## src/rtl/walk_pkg.sv

```systemverilog
package walk_pkg;
  localparam int PresentBit = 0;
  localparam int RefBit     = 1;
  localparam int DirtyBit   = 2;

  typedef enum logic [2:0] {
    ST_IDLE,
    ST_READ_REQ,
    ST_READ_WAIT,
    ST_UPDATE,
    ST_DONE
  } walkState_t;

  typedef struct packed {
    logic captureReq;
    logic capturePte;
    logic setRef;
  } walkStrobes_t;
endpackage

```

## src/rtl/walk_datapath.sv

```systemverilog
module walk_datapath
  import walk_pkg::*;
#(
  parameter int ADDR_W      = 32,
  parameter int PTE_W       = 32,
  parameter int PAGE_BITS   = 12,
  parameter int ENTRY_BYTES = 4,
  localparam int VPN_W       = ADDR_W - PAGE_BITS,
  localparam int PPN_W       = PTE_W - PAGE_BITS,
  localparam int ENTRY_SHIFT = $clog2(ENTRY_BYTES)
) (
  input  logic               clk,
  input  logic               rstN,
  input  logic               supervisor,
  input  logic               baseWrEn,
  input  logic [ADDR_W-1:0]  baseWrData,
  input  logic [VPN_W-1:0]   reqVpn,
  input  logic [PTE_W-1:0]   memRspData,
  input  walkStrobes_t       strobes,
  output logic               pteValid,
  output logic               pteRef,
  output logic [ADDR_W-1:0]  entryAddr,
  output logic [PTE_W-1:0]   entryData,
  output logic [PPN_W-1:0]   donePpn,
  output logic               doneRef,
  output logic               doneDirty,
  output logic [ADDR_W-1:0]  faultAddr
);
  logic [ADDR_W-1:0] baseReg;
  logic [VPN_W-1:0]  vpnReg;
  logic [ADDR_W-1:0] addrReg;
  logic [PTE_W-1:0]  pteReg;
  logic [PTE_W-1:0]  refMask;

  assign refMask = PTE_W'(1) << RefBit;

  always_ff @(posedge clk) begin
    if (!rstN) begin
      baseReg <= '0;
      vpnReg  <= '0;
      addrReg <= '0;
      pteReg  <= '0;
    end else begin
      if (baseWrEn && supervisor) begin
        baseReg <= baseWrData;
      end
      if (strobes.captureReq) begin
        vpnReg  <= reqVpn;
        addrReg <= baseReg + (ADDR_W'(reqVpn) << ENTRY_SHIFT);
      end
      if (strobes.capturePte) begin
        pteReg <= strobes.setRef ? (memRspData | refMask) : memRspData;
      end
    end
  end

  assign pteValid  = memRspData[PresentBit];
  assign pteRef    = memRspData[RefBit];
  assign entryAddr = addrReg;
  assign entryData = pteReg;
  assign donePpn   = pteReg[PTE_W-1:PAGE_BITS];
  assign doneRef   = pteReg[RefBit];
  assign doneDirty = pteReg[DirtyBit];
  assign faultAddr = {vpnReg, {PAGE_BITS{1'b0}}};

  // user-mode writes leave the base untouched
  assert_base_user_R2: assert property (@(posedge clk) disable iff (!rstN)
    (baseWrEn && !supervisor) |=> $stable(baseReg));

  // the latched address only moves when a request is captured
  assert_addr_latched_R3: assert property (@(posedge clk) disable iff (!rstN)
    !strobes.captureReq |=> $stable(addrReg));
endmodule

```

## src/rtl/walk_ctrl.sv

```systemverilog
module walk_ctrl
  import walk_pkg::*;
(
  input  logic         clk,
  input  logic         rstN,
  input  logic         reqValid,
  input  logic         memReqReady,
  input  logic         memRspValid,
  input  logic         pteValid,
  input  logic         pteRef,
  output walkStrobes_t strobes,
  output logic         reqReady,
  output logic         memReqValid,
  output logic         memReqWrite,
  output logic         doneValid,
  output logic         doneFault
);
  walkState_t state, stateNext;
  logic faultReg, faultNext;

  always_ff @(posedge clk) begin
    if (!rstN) begin
      state    <= ST_IDLE;
      faultReg <= 1'b0;
    end else begin
      state    <= stateNext;
      faultReg <= faultNext;
    end
  end

  always_comb begin
    stateNext = state;
    faultNext = faultReg;
    strobes   = '0;
    unique case (state)
      ST_IDLE: begin
        if (reqValid) begin
          strobes.captureReq = 1'b1;
          faultNext          = 1'b0;
          stateNext          = ST_READ_REQ;
        end
      end
      ST_READ_REQ: begin
        if (memReqReady) stateNext = ST_READ_WAIT;
      end
      ST_READ_WAIT: begin
        if (memRspValid) begin
          strobes.capturePte = 1'b1;
          if (!pteValid) begin
            faultNext = 1'b1;
            stateNext = ST_DONE;
          end else if (!pteRef) begin
            strobes.setRef = 1'b1;
            stateNext      = ST_UPDATE;
          end else begin
            stateNext = ST_DONE;
          end
        end
      end
      ST_UPDATE: begin
        if (memReqReady) stateNext = ST_DONE;
      end
      ST_DONE: stateNext = ST_IDLE;
      default: stateNext = ST_IDLE;
    endcase
  end

  assign reqReady    = (state == ST_IDLE);
  assign memReqValid = (state == ST_READ_REQ) || (state == ST_UPDATE);
  assign memReqWrite = (state == ST_UPDATE);
  assign doneValid   = (state == ST_DONE);
  assign doneFault   = faultReg;

  // completion lasts one cycle and the walker then goes idle
  assert_done_pulse_R10: assert property (@(posedge clk) disable iff (!rstN)
    doneValid |=> (!doneValid && reqReady));

  // once a request is taken, no other is taken on the next cycle
  assert_busy_R9: assert property (@(posedge clk) disable iff (!rstN)
    (reqValid && reqReady) |=> !reqReady);

  // nothing is issued out of reset
  assert_reset_idle_R1: assert property (@(posedge clk)
    !rstN |=> (reqReady && !memReqValid && !doneValid));
endmodule

```

## src/rtl/pte_walker.sv

```systemverilog
module pte_walker
  import walk_pkg::*;
#(
  parameter int ADDR_W      = 32,
  parameter int PTE_W       = 32,
  parameter int PAGE_BITS   = 12,
  parameter int ENTRY_BYTES = 4,
  localparam int VPN_W = ADDR_W - PAGE_BITS,
  localparam int PPN_W = PTE_W - PAGE_BITS
) (
  input  logic              clk,
  input  logic              rstN,
  input  logic              supervisor,
  input  logic              baseWrEn,
  input  logic [ADDR_W-1:0] baseWrData,
  input  logic              reqValid,
  output logic              reqReady,
  input  logic [VPN_W-1:0]  reqVpn,
  output logic              memReqValid,
  input  logic              memReqReady,
  output logic              memReqWrite,
  output logic [ADDR_W-1:0] memReqAddr,
  output logic [PTE_W-1:0]  memReqWdata,
  input  logic              memRspValid,
  input  logic [PTE_W-1:0]  memRspData,
  output logic              doneValid,
  output logic              doneFault,
  output logic [PPN_W-1:0]  donePpn,
  output logic              doneRef,
  output logic              doneDirty,
  output logic [ADDR_W-1:0] faultAddr
);
  walkStrobes_t strobes;
  logic pteValid, pteRef;

  walk_ctrl u_ctrl (
    .clk         (clk),
    .rstN        (rstN),
    .reqValid    (reqValid),
    .memReqReady (memReqReady),
    .memRspValid (memRspValid),
    .pteValid    (pteValid),
    .pteRef      (pteRef),
    .strobes     (strobes),
    .reqReady    (reqReady),
    .memReqValid (memReqValid),
    .memReqWrite (memReqWrite),
    .doneValid   (doneValid),
    .doneFault   (doneFault)
  );

  walk_datapath #(
    .ADDR_W      (ADDR_W),
    .PTE_W       (PTE_W),
    .PAGE_BITS   (PAGE_BITS),
    .ENTRY_BYTES (ENTRY_BYTES)
  ) u_dp (
    .clk        (clk),
    .rstN       (rstN),
    .supervisor (supervisor),
    .baseWrEn   (baseWrEn),
    .baseWrData (baseWrData),
    .reqVpn     (reqVpn),
    .memRspData (memRspData),
    .strobes    (strobes),
    .pteValid   (pteValid),
    .pteRef     (pteRef),
    .entryAddr  (memReqAddr),
    .entryData  (memReqWdata),
    .donePpn    (donePpn),
    .doneRef    (doneRef),
    .doneDirty  (doneDirty),
    .faultAddr  (faultAddr)
  );

  // a pending memory request holds until accepted
  assert_hold_req_R4: assert property (@(posedge clk) disable iff (!rstN)
    (memReqValid && !memReqReady) |=>
      (memReqValid && $stable(memReqAddr) && $stable(memReqWrite)));

  // a write-back always carries a present entry with the referenced bit set
  assert_wb_ref_R5: assert property (@(posedge clk) disable iff (!rstN)
    (memReqValid && memReqWrite) |->
      (memReqWdata[RefBit] && memReqWdata[PresentBit]));

  // a fill always reports the referenced bit as set
  assert_fill_ref_R7: assert property (@(posedge clk) disable iff (!rstN)
    (doneValid && !doneFault) |-> doneRef);
endmodule

```

## config.mk

```make
export PLATFORM = sky130hd
export DESIGN_NAME = pte_walker
export DESIGN_NICKNAME = d
export VERILOG_FILES = /design/src/rtl/walk_pkg.sv /design/src/rtl/walk_datapath.sv /design/src/rtl/walk_ctrl.sv /design/src/rtl/pte_walker.sv
export SDC_FILE = /design/constraint.sdc
export NUM_CORES = 1
export LEC_CHECK = 0
export ABC_AREA = 1
export ABC_CLOCK_PERIOD_IN_PS = 4290
export BUFFER_PORTS_ARGS = -buffer_cell sky130_fd_sc_hd__clkbuf_2
export CAP_MARGIN = 10
export CORE_AREA = 2 2 131 133
export DETAILED_ROUTE_END_ITERATION = 16
export DIE_AREA = 0 0 133 135
export MAX_ROUTING_LAYER = met4
export PLACE_DENSITY = 0.62
export SKIP_CTS_REPAIR_TIMING = 1
export SLEW_MARGIN = 20
export SYNTH_ARGS = -nofsm -noshare
export SYNTH_HDL_FRONTEND = slang
export SYNTH_SLANG_ARGS = --single-unit
export TNS_END_PERCENT = 1
```

## constraint.sdc

```tcl
create_clock -name clk -period 4.29 [get_ports clk]
set_input_delay 0.6435 -clock clk [delete_from_list [all_inputs] [get_ports clk]]
set_output_delay 0.6435 -clock clk [all_outputs]
set_load 0.02 [all_outputs]
```

======== Word-level counts from Yosys, hierarchy flattened ========
Cells that the tools add are included.
storage, ports and cells
  flip-flop bits (word level) ............. 120
cells by class
  reduce and logical (&&, ||, !) cells .... 6
  mux-type cells .......................... 18
  $add $sub $neg .......................... 1
  equal/unequal tests ..................... 9
operators by type and width
  cell                  count
  $add A32 B22 Y32      1
  $mux W3               6
  $pmux W3 S4           1
  $ne A2 B2 Y1 const B  5
  $reduce_and A4 Y1     2
  $mux W1               7
  $eq A3 B2 Y1 const B  2
  $mux W2               3
  $eq A3 B1 Y1 const B  1
  $eq A3 B3 Y1 const B  1
  $logic_not A3 Y1      1
  $pmux W1 S2           1
  $reduce_bool A2 Y1    1
  $logic_and A1 B1 Y1   1
  $logic_or A1 B1 Y1    1

======== Logic depth before layout (Yosys ltp) ========
  depth after elaboration ................. 5
  gate-level depth with buffers ........... 14

======== By module ========
From an unflattened synthesis, not the netlist that was laid out.
second synthesis, totals
  cell total of the unflattened synthesis .. 997
  area, all modules ....................... 6500.0 sq um
modules (own cells, without submodules)
  module         seq. area each (sq um)  area an instance (sq um)  cells an instance  times used
  walk_datapath  2322.2                  6204.7                    953                1
  walk_ctrl      80.1                    295.3                     44                 1

======== Worst setup path before layout ========
Ideal clock, no wire load.
  path type ............................... input to register
  start ................................... input port reqVpn[0]
  end ..................................... register u_dp.addrReg[18], in the netlist u_dp.entryAddr[18]
  setup slack ............................. 2.146 ns
  arrival time ............................ 2.036 ns
  stages on the path ...................... 14
  setup time .............................. 0.109 ns
  path buffers ............................ 0
  required time ........................... 4.181 ns
  cells stage by stage .................... ha_1 -> inv_1 -> fa_1 -> inv_1 -> nand3_1 -> nand3_1 -> nand2_1 -> nand2_1 -> nand2_1 -> nand2_1 -> xnor2_1 -> nand2_1 -> nand2_1 -> inv_1
between the ends
  word-level cells in the longest chain between the ends .. 1
ends and longest elaborated chain
  what                    line                 RTL
  start: declaration      pte_walker.sv:18     input logic [VPN_W-1:0] reqVpn,
  $add A32 B22 Y32        walk_datapath.sv:49  addrReg <= baseReg + (ADDR_W'(reqVpn) << ENTRY_SHIFT);
  end signal: assignment  walk_datapath.sv:49
  end: declaration        walk_datapath.sv:31  logic [ADDR_W-1:0] addrReg;
No other way between the ends.
A chain may end at the register's enable or synchronous reset.

======== Final worst setup path ========
  start ................................... register u_ctrl.state[2]
  end ..................................... register u_dp.vpnReg[13]
between the ends
  word-level cells in the longest chain between the ends .. 2
ends and longest elaborated chain
  what                      line                 RTL
  start: declaration        walk_ctrl.sv:18      walkState_t state, stateNext;
  start signal: assignment  walk_ctrl.sv:26      state <= stateNext;
  $logic_not A3 Y1          walk_ctrl.sv:35      unique case (state)
  $mux W1                   walk_ctrl.sv:35
  end signal: assignment    walk_datapath.sv:48  vpnReg <= reqVpn;
  end: declaration          walk_datapath.sv:30  logic [VPN_W-1:0] vpnReg;
No other way between the ends.

==> impl_results.md <==
- Peak VDD IR: 0.000266 V
- Via count: 6365
- Max Freq: 0.395 GHz
- Detailed Routing Iterations Pass 1: 5
- Initial Util: between 30% and 40%
- Seq cells post-synth: 120
- # rows: 47
- RSZ-0062 raised after global routing: false
- Ys flop type: dfxtp_1
- Commonest cells after routing, fill and taps aside: 280 x nand2_1, 201 x clkbuf_2, 120 x dfxtp_1
- CP top delay family: buffers and inverters
- Inserted Diodes: 0
- Buf+Inv Stages, Crit Path: 3
- Final setup viols: 0
- Routed len/inst: 14.0 um
- Pins Over Slew Limit: 0
- Gpl congestion: ~0.96
- Core area: 16400 sq um
- Clock Pin Slew Worst Setup and Hold Paths: 0.06 ns
- Clock Latency Late Sink: 0.43 ns
- Minimum clock period after layout: 2.53 ns
- Status: completed
- Post-synth EDFFs: 0
- CP Class: flop to flop
- Filler Cells Inserted: between 1500 and 2000
- Smallest hold slack: 0.446 ns
- CP Cell Sequence: nor2_2 -> nand2_1 -> inv_2 -> nand2_2 -> inv_2 -> buf_4 -> nand2_1 -> a21oi_1
- Detailed-placement wirelength estimate: 14500 um
- TritonCTS clock tree: built
- Slew headroom: 36.3%
- Remaining antenna violation count: 0
- Final Skew: approximately 0.013 ns
- Syn_area_per_cell: 6.75 sq um
- CP required: between 4 and 5 ns
- Avg Vias per Cell: ~4.7
- Post-route clock period utilization: 59.0%
- Pin count of the biggest net entering global routing: 65
- First-pass GRT wire length: 29800 um
- Total number of yosys warnings: 0
- Initial DRC count: 363
- Final setup TNS: 0 ns
- Hold Path Class: input port to flop
- Share of layout cells above drive strength 1: between 20% and 30%
- Worst Setup Start Kind: flop
- Data arrival, critical path: 2.86 ns
- Sequential area share after synthesis: a little under two fifths
- Total grt overflow: 0
- Clock H-tree levels: 4
- Total GRT Usage: 21.8%
- Die Wd: around 130 um
- Worst path max stage delay: ~0.66 ns
- Initial antenna violation count: 0
- CP max stage cell: inv_2
- Ys async rst share: 0%
- Commonest non-fill, non-tap cell in the layout: nand2_1
- CP Capture Type: flop
- CTS buffer count: 17
- Total Nets Final: roughly 1200
- Max-Cap Viols: 0
- Max clock buf depth: 2
- Slew @ Worst Pin: 0.954 ns
- Final Hold Viols: 0
- Drt drc: 0
- Syn-to-layout area delta: 23.6%
- Die Y: 135 um
- CP Max Fanout: 39
- # clock sinks: 120
- Clock Root Buffer: clkbuf_16
- Static leakage: 4.14 nW
- Die area: 18000 sq um
- PortBufs: 201
- Count of cell types in the netlist: 37
- Io pins: 214
- P per Cell Area: between 500 and 600 nW/um^2
- Vias in the first global route: between 5000 and 6000
- Cell Area, Synth: 6480 sq um
- Final WL: ~19000 um
- Mapped Cells: 959
==> synthesized netlist by cell type (3+ instances only) <==
master | number | area (sq um)
clkbuf_1 | 22 | 82.6
nor2_1 | 89 | 334
nand4_1 | 8 | 50.1
xor2_1 | 9 | 78.8
o21a_1 | 16 | 120
inv_2 | 4 | 15.0
buf_4 | 39 | 293
nand2_2 | 10 | 62.6
nand3_1 | 38 | 190
nor2_2 | 11 | 68.8
nor3_1 | 5 | 25.0
nand3_2 | 6 | 60.1
ha_1 | 20 | 250
buf_2 | 7 | 35.0
o21bai_1 | 8 | 60.1
a21oi_1 | 77 | 385
nor3_2 | 3 | 30.0
dfxtp_1 | 120 | 2400
inv_1 | 115 | 432
nand2_1 | 280 | 1050
o21ai_0 | 54 | 270
==> metrics by stage <==
step / utilization [%] / power (mW) / instance area [sq um] / setup WS, ns / instances
finish: 48.8 / 4.15 / 8000 / 1.76 / 1359
global route: 48.8 / 4.40 / 8000 / 1.50 / 1359
CTS: 48.8 / 4.20 / 8000 / 1.71 / 1359
detailed placement: 45.2 / 2.76 / 7410 / 1.59 / 1327
global placement: 45.2 / 2.75 / 7410 / 1.60 / 1327
floorplan: - / 2.38 / 6520 / 2.15 / 970
==> per-layer routing <==
metal,GRT usage (%),vias to the layer above,share of wire (%)
li1,-,3313,-
met1,26.9,2802,45
met2,35.3,224,47
met3,5.44,26,6.2
met4,6.93,0,1.9
met5,-,-,0
==> power by group <==
group	switching (mW)	internal [mW]	total, mW
Combinational	0.875	0.414	1.29
Sequential	0.124	1.31	1.44
Clock	0.551	0.872	1.42
Total	1.55	2.60	4.15
==> worst register-to-register path, cell delays in order (launching register included) <==
cell and delay [ns]:
dfxtp_1 0.33, nor2_2 0.14, nand2_1 0.09, inv_2 0.07, nand2_2 0.40, inv_2 0.67
buf_4 0.46, nand2_1 0.13, a21oi_1 0.15
==> state kept, by name (all words and copies together) (netlist names) <==
signal            count
u_ctrl.state          3
u_dp.entryAddr       32
u_ctrl.doneFault      1
u_dp.baseReg         32
u_dp.entryData       32
u_dp.vpnReg          20
==> path summary, 6_finish.rpt <==
check                                startpoint           endpoint  slack [ns]  cells after the start
worst max-delay path            u_ctrl.state[2]    u_dp.vpnReg[13]        1.76                      8
worst min-delay path              memRspData[9]  u_dp.entryData[9]        0.45                      3
worst max register to register  u_ctrl.state[2]    u_dp.vpnReg[13]        1.76                      8
worst min register to register   u_dp.vpnReg[0]     u_dp.vpnReg[0]        0.46                      2
==> layout make-up <==
| class | count | area, sq um | share of cell area (%) |
|---|---|---|---|
| well taps | 220 | 275 | 3.44 |
| inverters | 119 | 447 | 5.58 |
| clock inverters | 14 | 150 | 1.88 |
| multi-input cells | 662 | 3250 | 40.6 |
| repair buffers | 206 | 1040 | 13.0 |
| flip-flops and latches | 120 | 2400 | 30.0 |
| clock buffers | 18 | 439 | 5.49 |
==> logic make-up (layout without fill, tap and decap cells) <==
kind of cell / after synthesis / after routing / share of synthesized area [%]
other cells: 1 / 12 / 0.0579
simple gates: 455 / 455 / 29.8
flops: 120 / 120 / 37.1
fa+ha+maj: 21 / 21 / 4.17
buf+inv: 188 / 357 / 13.4
compound gates: 163 / 163 / 13.9
xor+xnor: 11 / 11 / 1.49
Note: power is estimated with default switching activity, not from simulation.
